<file path="config.mk">
export PLATFORM = sky130hd
export DESIGN_NAME = inv_scratch_ram
export DESIGN_NICKNAME = d
export VERILOG_FILES = /design/src/rtl/inv_ram_pkg.sv /design/src/rtl/inv_ram_sel.sv /design/src/rtl/inv_ram_array.sv /design/src/rtl/inv_ram_out.sv /design/src/rtl/inv_scratch_ram.sv
export SDC_FILE = /design/constraint.sdc
export NUM_CORES = 1
export LEC_CHECK = 0
export ABC_AREA = 1
export CAP_MARGIN = 15
export CORE_UTILIZATION = 30
export CTS_CLUSTER_DIAMETER = 60
export CTS_CLUSTER_SIZE = 8
export DETAILED_ROUTE_END_ITERATION = 8
export DONT_BUFFER_PORTS = 1
export GPL_TIMING_DRIVEN = 0
export PLACE_DENSITY_LB_ADDON = 0.15
export SLEW_MARGIN = 20
export SYNTH_ARGS = -nofsm -noshare
export SYNTH_HDL_FRONTEND = slang
export SYNTH_SLANG_ARGS = --single-unit
</file>
<file path="constraint.sdc">
create_clock -name clk -period 3.1 [get_ports clk]
set_clock_uncertainty 0.2 [all_clocks]
set_input_delay 0.465 -clock clk [delete_from_list [all_inputs] [get_ports clk]]
set_output_delay 0.465 -clock clk [all_outputs]
set_load 0.02 [all_outputs]
</file>
<file path="src/rtl/inv_ram_pkg.sv">
package inv_ram_pkg;
  typedef enum logic {
    DRV_TRISTATE   = 1'b0,
    DRV_OPEN_DRAIN = 1'b1
  } drive_e;
endpackage

</file>
<file path="src/rtl/inv_ram_sel.sv">
module inv_ram_sel #(
  parameter int NUM_CS = 3
) (
  input  logic [NUM_CS-1:0] cs_n,
  input  logic              we_n,
  output logic              sel,
  output logic              wr_en
);
  always_comb begin
    sel   = ~|cs_n;
    wr_en = sel & ~we_n;
  end
endmodule

</file>
<file path="src/rtl/inv_ram_array.sv">
module inv_ram_array #(
  parameter int ADDR_W = 8
) (
  input  logic              clk,
  input  logic              rst,
  input  logic              wr_en,
  input  logic [ADDR_W-1:0] addr,
  input  logic              wdata,
  output logic              rdata
);
  localparam int DEPTH = 1 << ADDR_W;

  logic mem [DEPTH];

  always_ff @(posedge clk) begin
    if (wr_en) mem[addr] <= wdata;
    rdata <= mem[addr];
  end


  store_commit_chk: assert property (@(posedge clk) disable iff (rst)
    wr_en |=> (mem[$past(addr)] == $past(wdata)));
endmodule

</file>
<file path="src/rtl/inv_ram_out.sv">
module inv_ram_out
  import inv_ram_pkg::*;
#(
  parameter drive_e DRIVE = DRV_TRISTATE
) (
  input  logic clk,
  input  logic rst,
  input  logic sel,
  input  logic wr_en,
  input  logic din,
  input  logic rdata,
  output logic dout,
  output logic dout_oe
);
  logic sel_q, wr_q, din_q;

  always_ff @(posedge clk) begin
    if (rst) begin
      sel_q <= 1'b0;
      wr_q  <= 1'b0;
    end else begin
      sel_q <= sel;
      wr_q  <= wr_en;
    end
    din_q <= din;
  end

  always_comb dout = wr_q ? ~din_q : ~rdata;

  generate
    if (DRIVE == DRV_OPEN_DRAIN) begin : g_od
      always_comb dout_oe = sel_q & sel & ~dout;
    end else begin : g_ts
      always_comb dout_oe = sel_q & sel;
    end
  endgenerate
endmodule

</file>
<file path="src/rtl/inv_scratch_ram.sv">
module inv_scratch_ram
  import inv_ram_pkg::*;
#(
  parameter int     ADDR_W = 8,
  parameter int     NUM_CS = 3,
  parameter drive_e DRIVE  = DRV_TRISTATE
) (
  input  logic              clk,
  input  logic              rst,
  input  logic [ADDR_W-1:0] addr,
  input  logic              din,
  input  logic              we_n,
  input  logic [NUM_CS-1:0] cs_n,
  output logic              dout,
  output logic              dout_oe
);
  logic sel, wr_en, rdata;

  inv_ram_sel #(.NUM_CS(NUM_CS)) u_sel (
    .cs_n(cs_n), .we_n(we_n), .sel(sel), .wr_en(wr_en)
  );

  inv_ram_array #(.ADDR_W(ADDR_W)) u_arr (
    .clk(clk), .rst(rst), .wr_en(wr_en), .addr(addr),
    .wdata(din), .rdata(rdata)
  );

  inv_ram_out #(.DRIVE(DRIVE)) u_out (
    .clk(clk), .rst(rst), .sel(sel), .wr_en(wr_en), .din(din),
    .rdata(rdata), .dout(dout), .dout_oe(dout_oe)
  );


  reset_quiet_chk: assert property (@(posedge clk)
    rst |=> !dout_oe);


  deselect_off_chk: assert property (@(posedge clk) disable iff (rst)
    (|cs_n) |-> !dout_oe);


  write_echo_chk: assert property (@(posedge clk) disable iff (rst)
    (!we_n && !(|cs_n)) |=> (dout == !$past(din)));

  generate
    if (DRIVE == DRV_OPEN_DRAIN) begin : g_od_chk

      od_low_only_chk: assert property (@(posedge clk) disable iff (rst)
        dout_oe |-> !dout);
    end else begin : g_ts_chk

      ts_enable_chk: assert property (@(posedge clk) disable iff (rst)
        (!(|cs_n)) |=> (dout_oe == !(|cs_n)));
    end
  endgenerate
endmodule

</file>
==> flow_metrics.py, run 1 <==
metrics = {
    "synthesis": {
        "synth.area.mux_share_pct": 0.0840,
        "synth-seq-cells": 260,
        "synth-compound-area-share_pct": 1.01,
        "avgSynthCellArea_um2": 9.04,
        "yosysTopAreaCellShare_pct": 64.5,
        "yosys.area.top_type": "edfxtp_1",
        "synth_area_leaders": "edfxtp_1, nand2_1, nor2_1, clkbuf_1, nand3_1",
        "synth-xor-area-share_pct": 0,
        "yosysUniqueCellTypes": 17,
        "synth_top_family_by_area": "simple AND/OR/NAND/NOR gates",
        "syn_area_um2": 11900,
        "syn_inst": 1317,
        "synthAdderAreaFrac_pct": 0,
        "synth-simple-area-share_pct": 29.8,
        "synthesis.nets": 1332,
        "yosys_warnings": 0,
        "yosysSeqAreaShare_pct": 65.2,
    },
    "clocking": {
        "htree_levels": 2,
        "cts_sinks": 260,
        "holdBufCountCts": 3,
        "clock_latency_ps": 520,
        "cts_max_path_buffers": 3,
        "cts_tree": "built",
        "clk_pin_slew_ps": 50,
        "ctsResizeCount": 0,
        "cts-root-buf": "clkbuf_16",
        "cts_inserted_buffers": 38,
        "cts_setup_buffers": 0,
    },
    "timing": {
        "worst_pin_slew_ps": 825,
        "setup_violations": 0,
        "final_hold_viol_count": 28,
        "post-route-min-period_ps": 2700,
        "slew_viol_final": 0,
        "finalSetupTns_ps": 0,
        "relSlewSlack_pct": 45.0,
        "min_period_over_period_pct": 87.2,
        "setup_slack_ps": 396,
        "rsz0062_at_grt": "false",
        "fmax_ghz": 0.370,
        "timing.hold.ws_ps": -121,
    },
    "power_and_ir_drop": {
        "combPwrFrac_pct": 5.3,
        "sw_frac_of_total_pct": 22.3,
        "p_leak_uw": 0.00508,
        "pwr-share-seq_pct": 48.4,
        "ir_drop_uv": 333,
        "power_density_nw_per_um2": 588,
        "clkPwrFrac_pct": 46.3,
        "power.switching_uw": 1790,
        "power.internal_uw": 6210,
    },
    "routing": {
        "route.detailed.drc": 0,
        "finalWirelength_um": 36500,
        "post_drt_wl_per_cell_um": 19.4,
        "drt_pass1_iterations": 5,
        "routed_via_density": 4.64,
        "vias": 8765,
        "drtAntennaViolNets": 0,
        "drt_first_iter_violations": 720,
    },
    "finish": {
        "antenna_cells": 0,
        "fill_cells": 4084,
        "drive_above_1_share_pct": 5.48,
        "final_cell_mix": "nand2_1, nor2_1, edfxtp_1",
        "area_growth_pct": 14.2,
        "nNetsFinal": 1375,
        "final_common_cell": "nand2_1",
    },
    "floorplan": {
        "core_area_um2": 38900,
        "ioPinCount": 17,
        "start_util_pct": 30.6,
        "die_area_um2": 40500,
        "rows": 72,
        "die_w_um": 201,
        "die_h_um": 201,
    },
    "critical_path": {
        "crit_slowest_cell": "dlygate4sd3_1",
        "critPathMostFrequentCell": "nor2_1",
        "critPathLaunch": "cs_n[0]",
        "critPathMaxStageDelay_ps": 530,
        "endpoint_kind": "flip-flop",
        "critPathTopFamily": "buffers and inverters",
        "rr_startpoint": "u_arr.mem[109]",
        "crit_buf_inv": 4,
        "cp_max_fo": 10,
        "arrival_ps": 2710,
        "required_ps": 3110,
        "cp_cell_sequence": "dlygate4sd3_1, nor3_1, inv_1, nor2_1, inv_1, nor2_1, nand2_1, clkbuf_1, nor2_1",
        "critPathLaunchType": "primary input",
        "criticalPathCategory": "in -> reg",
    },
    "run": {
        "cap_violations": 0,
    },
    "global_route": {
        "grt_pass1_vias": 8622,
        "grt_pass1_wl_um": 55000,
        "grt.total_usage_pct": 18.4,
        "grt_max_degree": 258,
        "grt.overflow.total": 0,
        "antenna_found_initial": 0,
    },
    "placed_design": {
        "dp.final_hpwl_um": 23200,
        "numPortBuffers": 0,
        "pre_cts_ws_ps": 44.2,
        "gp_congestion": 0.848,
    },
    "outcome": {
        "status": "finished, violations left",
        "failed_checks": "hold timing",
    },
    "min_path": {
        "hold_path_startpoint": "din",
        "hold_class": "in -> reg",
    },
}
[power by group through the flow]
stage / clock network [uW] / logic (uW) / registers [uW]
floorplan: 0 / 260 / 3940
finish: 3700 / 427 / 3870
global placement: 0 / 431 / 3940
detailed placement: 0 / 429 / 3940
global route: 3900 / 478 / 3870
CTS: 3770 / 434 / 3870
[per-stage QoR]
stage / instance area, um2 / instances / power (uW) / utilization (%) / hold slack, ps
2_1_floorplan: 11900 / 1317 / 4200 / - / 293
3_3_place_gp: 12600 / 1835 / 4370 / 32.3 / 340
3_5_place_dp: 12600 / 1835 / 4370 / 32.3 / 340
4_1_cts: 13600 / 1887 / 8070 / 35.0 / -172
5_1_grt: 13600 / 1887 / 8250 / 35.0 / -155
6_report: 13600 / 1887 / 8000 / 35.0 / -121
[synth_stat cells]
| cell type | instances |
|---|---|
| a21oi_1 | 4 |
| buf_1 | 4 |
| buf_2 | 21 |
| buf_4 | 2 |
| buf_6 | 10 |
| clkbuf_1 | 43 |
| dfxtp_1 | 4 |
| edfxtp_1 | 256 |
| inv_1 | 12 |
| inv_2 | 2 |
| mux2i_1 | 1 |
| nand2_1 | 632 |
| nand3_1 | 23 |
| nor2_1 | 282 |
| nor3_1 | 1 |
| o21ai_0 | 2 |
| o21ai_1 | 18 |
[state kept, by name (all words and copies together), names as in the netlist]
register and flops:
u_arr.mem 256, u_arr.rdata 1, u_out.din_q 1, u_out.sel_q 1, u_out.wr_q 1
[cells by family (layout without fill, tap and decap cells)]
family / Yosys count / after routing
flops: 260 / 260
buf+inv: 94 / 146
simple gates: 938 / 938
mux: 1 / 1
compound gates: 24 / 24
[metal layers]
metal,GRT usage (%),vias up,wire length (um)
met3,2.88,67,1840
met5,0,-,0
met2,28.9,214,16500
met1,25.8,4198,17000
li1,-,4286,-
met4,6.39,0,1250
[path summary, 6_finish.rpt]
check / cells past startpoint / slack, ps / endpoint
worst min-delay path: 0 / -120 / u_arr.mem[237]
worst min register to register: 10 / 810 / u_arr.rdata
worst max-delay path: 9 / 400 / u_arr.mem[230]
worst max register to register: 12 / 1220 / u_arr.rdata
[cell type report]
type	count	area [um2]	share of cell area [%]
inverter	14	52.6	0.386
tap	518	648	4.76
multi-input combinational	963	3680	27.1
buffer	80	409	3.01
clock inverter	2	12.5	0.0920
clock buffer	47	1010	7.39
sequential	260	7770	57.1
timing repair buffer	3	30.0	0.221
(Power assumes the default switching activity.)
==> run 2, diff against run 1 <==
--- a/config.mk
+++ b/config.mk
@@ -12,7 +12,6 @@
 export CTS_CLUSTER_SIZE = 8
 export DETAILED_ROUTE_END_ITERATION = 8
 export DONT_BUFFER_PORTS = 1
-export GPL_TIMING_DRIVEN = 0
 export PLACE_DENSITY_LB_ADDON = 0.15
 export SLEW_MARGIN = 20
 export SYNTH_ARGS = -nofsm -noshare
==> flow_metrics.py, run 2 (synthesis results as in run 1) <==
metrics = {
    "min_path": {
        "hold_class": "in -> reg",
    },
    "clocking": {
        "clk_pin_slew_ps": 60,
        "clock_latency_ps": 520,
        "cts_setup_buffers": 0,
        "cts_sinks": 260,
        "holdBufCountCts": 2,
        "cts_max_path_buffers": 3,
        "cts-root-buf": "clkbuf_16",
        "ctsResizeCount": 0,
        "htree_levels": 2,
        "cts_inserted_buffers": 38,
        "cts_tree": "built",
    },
    "timing": {
        "worst_pin_slew_ps": 877,
        "fmax_ghz": 0.493,
        "relSlewSlack_pct": 41.4,
        "min_period_over_period_pct": 65.4,
        "setup_violations": 0,
        "final_hold_viol_count": 156,
        "timing.hold.ws_ps": -141,
        "finalSetupTns_ps": 0,
        "rsz0062_at_grt": "false",
        "post-route-min-period_ps": 2030,
        "slew_viol_final": 0,
    },
    "critical_path": {
        "endpoint_kind": "flip-flop",
        "crit_path_end": "u_arr.rdata",
        "critPathLaunch": "addr[0]",
        "required_ps": 3310,
        "critPathLaunchType": "primary input",
        "cp_max_fo": 105,
        "r2r_end": "u_arr.rdata",
        "r2r_cells": 12,
        "arrival_ps": 2240,
        "criticalPathCategory": "in -> reg",
        "rr_startpoint": "u_arr.mem[24]",
        "reg2reg_slack_ps": 1320,
    },
    "floorplan": {
        "start_util_pct": 30.6,
        "core_area_um2": 38900,
        "ioPinCount": 17,
        "rows": 72,
        "die_area_um2": 40500,
        "die_h_um": 201,
        "die_w_um": 201,
    },
    "finish": {
        "antenna_cells": 0,
        "drive_above_1_share_pct": 5.80,
        "final_area_um2": 13500,
        "area_growth_pct": 13.3,
        "final_cell_mix": "nand2_1, nor2_1, edfxtp_1",
        "largest_register_ffs": 256,
        "final_common_cell": "nand2_1",
        "top_register": "u_arr.mem",
        "nNetsFinal": 1326,
    },
    "global_route": {
        "antenna_found_initial": 0,
        "grt.total_usage_pct": 16.7,
        "grt_pass1_vias": 8373,
        "grt.overflow.total": 0,
        "grt_pass1_wl_um": 51300,
        "grt_max_degree": 258,
    },
    "placed_design": {
        "gp_congestion": 0.780,
        "dp.final_hpwl_um": 17800,
        "numPortBuffers": 0,
        "placed_area_um2": 12400,
    },
    "outcome": {
        "status": "finished, violations left",
        "failed_checks": "hold timing",
    },
    "run": {
        "cap_violations": 0,
    },
    "routing": {
        "drtAntennaViolNets": 0,
        "vias": 8482,
        "post_drt_wl_per_cell_um": 17.9,
        "finalWirelength_um": 33100,
        "route.detailed.drc": 0,
        "drt_first_iter_violations": 536,
        "drt_pass1_iterations": 5,
        "routed_via_density": 4.59,
    },
    "power_and_ir_drop": {
        "power_density_nw_per_um2": 590,
        "ir_drop_uv": 366,
        "p_leak_uw": 0.00505,
    },
}
-- run 2: critical path, stage by stage --
cell and delay [ps]:
clkinv_2 310, buf_12 300, nand2_1 110, nand2_1 50, nand2_1 70, nand3_1 80
nand2_1 60, nand2_1 100, o21ai_1 140, nand2_1 110, nor2_1 110, nor2_1 50
nor2_1 100, nand2_1 70
-- run 2: metal layers --
| layer | GRT usage, % | up-vias | routed length (um) |
|---|---|---|---|
| met5 | 0 | - | 0 |
| met4 | 5.76 | 0 | 896 |
| met3 | 2.83 | 57 | 1340 |
| met2 | 27.7 | 170 | 15800 |
| met1 | 22.1 | 4070 | 15100 |
| li1 | - | 4185 | - |
-- run 2: worst min path at each step --
stage	startpoint	end	slack, ps	cells after the start
5_1_grt	din	u_arr.mem[109]	-160	0
4_1_cts	din	u_out.din_q	-160	0
3_3_place_gp	rst	u_out.sel_q	340	1
2_1_floorplan	din	u_out.din_q	290	0
6_report	din	u_arr.mem[109]	-140	0
3_5_place_dp	rst	u_out.sel_q	340	1
-- run 2: per-stage QoR --
step           setup WS (ps)  utilization, %  std cells  power (uW)
4_1_cts                 1120            34.7       1846        8070
3_5_place_dp             596            31.9       1787        4290
5_1_grt                  899            34.7       1846        8250
6_report                1070            34.7       1846        7960
2_1_floorplan           1080               -       1317        4200
3_3_place_gp             630            31.9       1787        4290
-- run 2: report_power, final --
part           total [uW]  switching [uW]  internal [uW]
sequential           3870            2.84           3870
combinational         344             249           94.5
clock                3740            1460           2280
-- run 2: final cells by class --
type,instances,area [um2]
clock buffer,55,1040
inverter,14,53.8
multi-input combinational,963,3690
fill,4058,25400
tap,518,648
timing repair buffer,34,285
sequential,260,7770
clock inverter,2,12.5
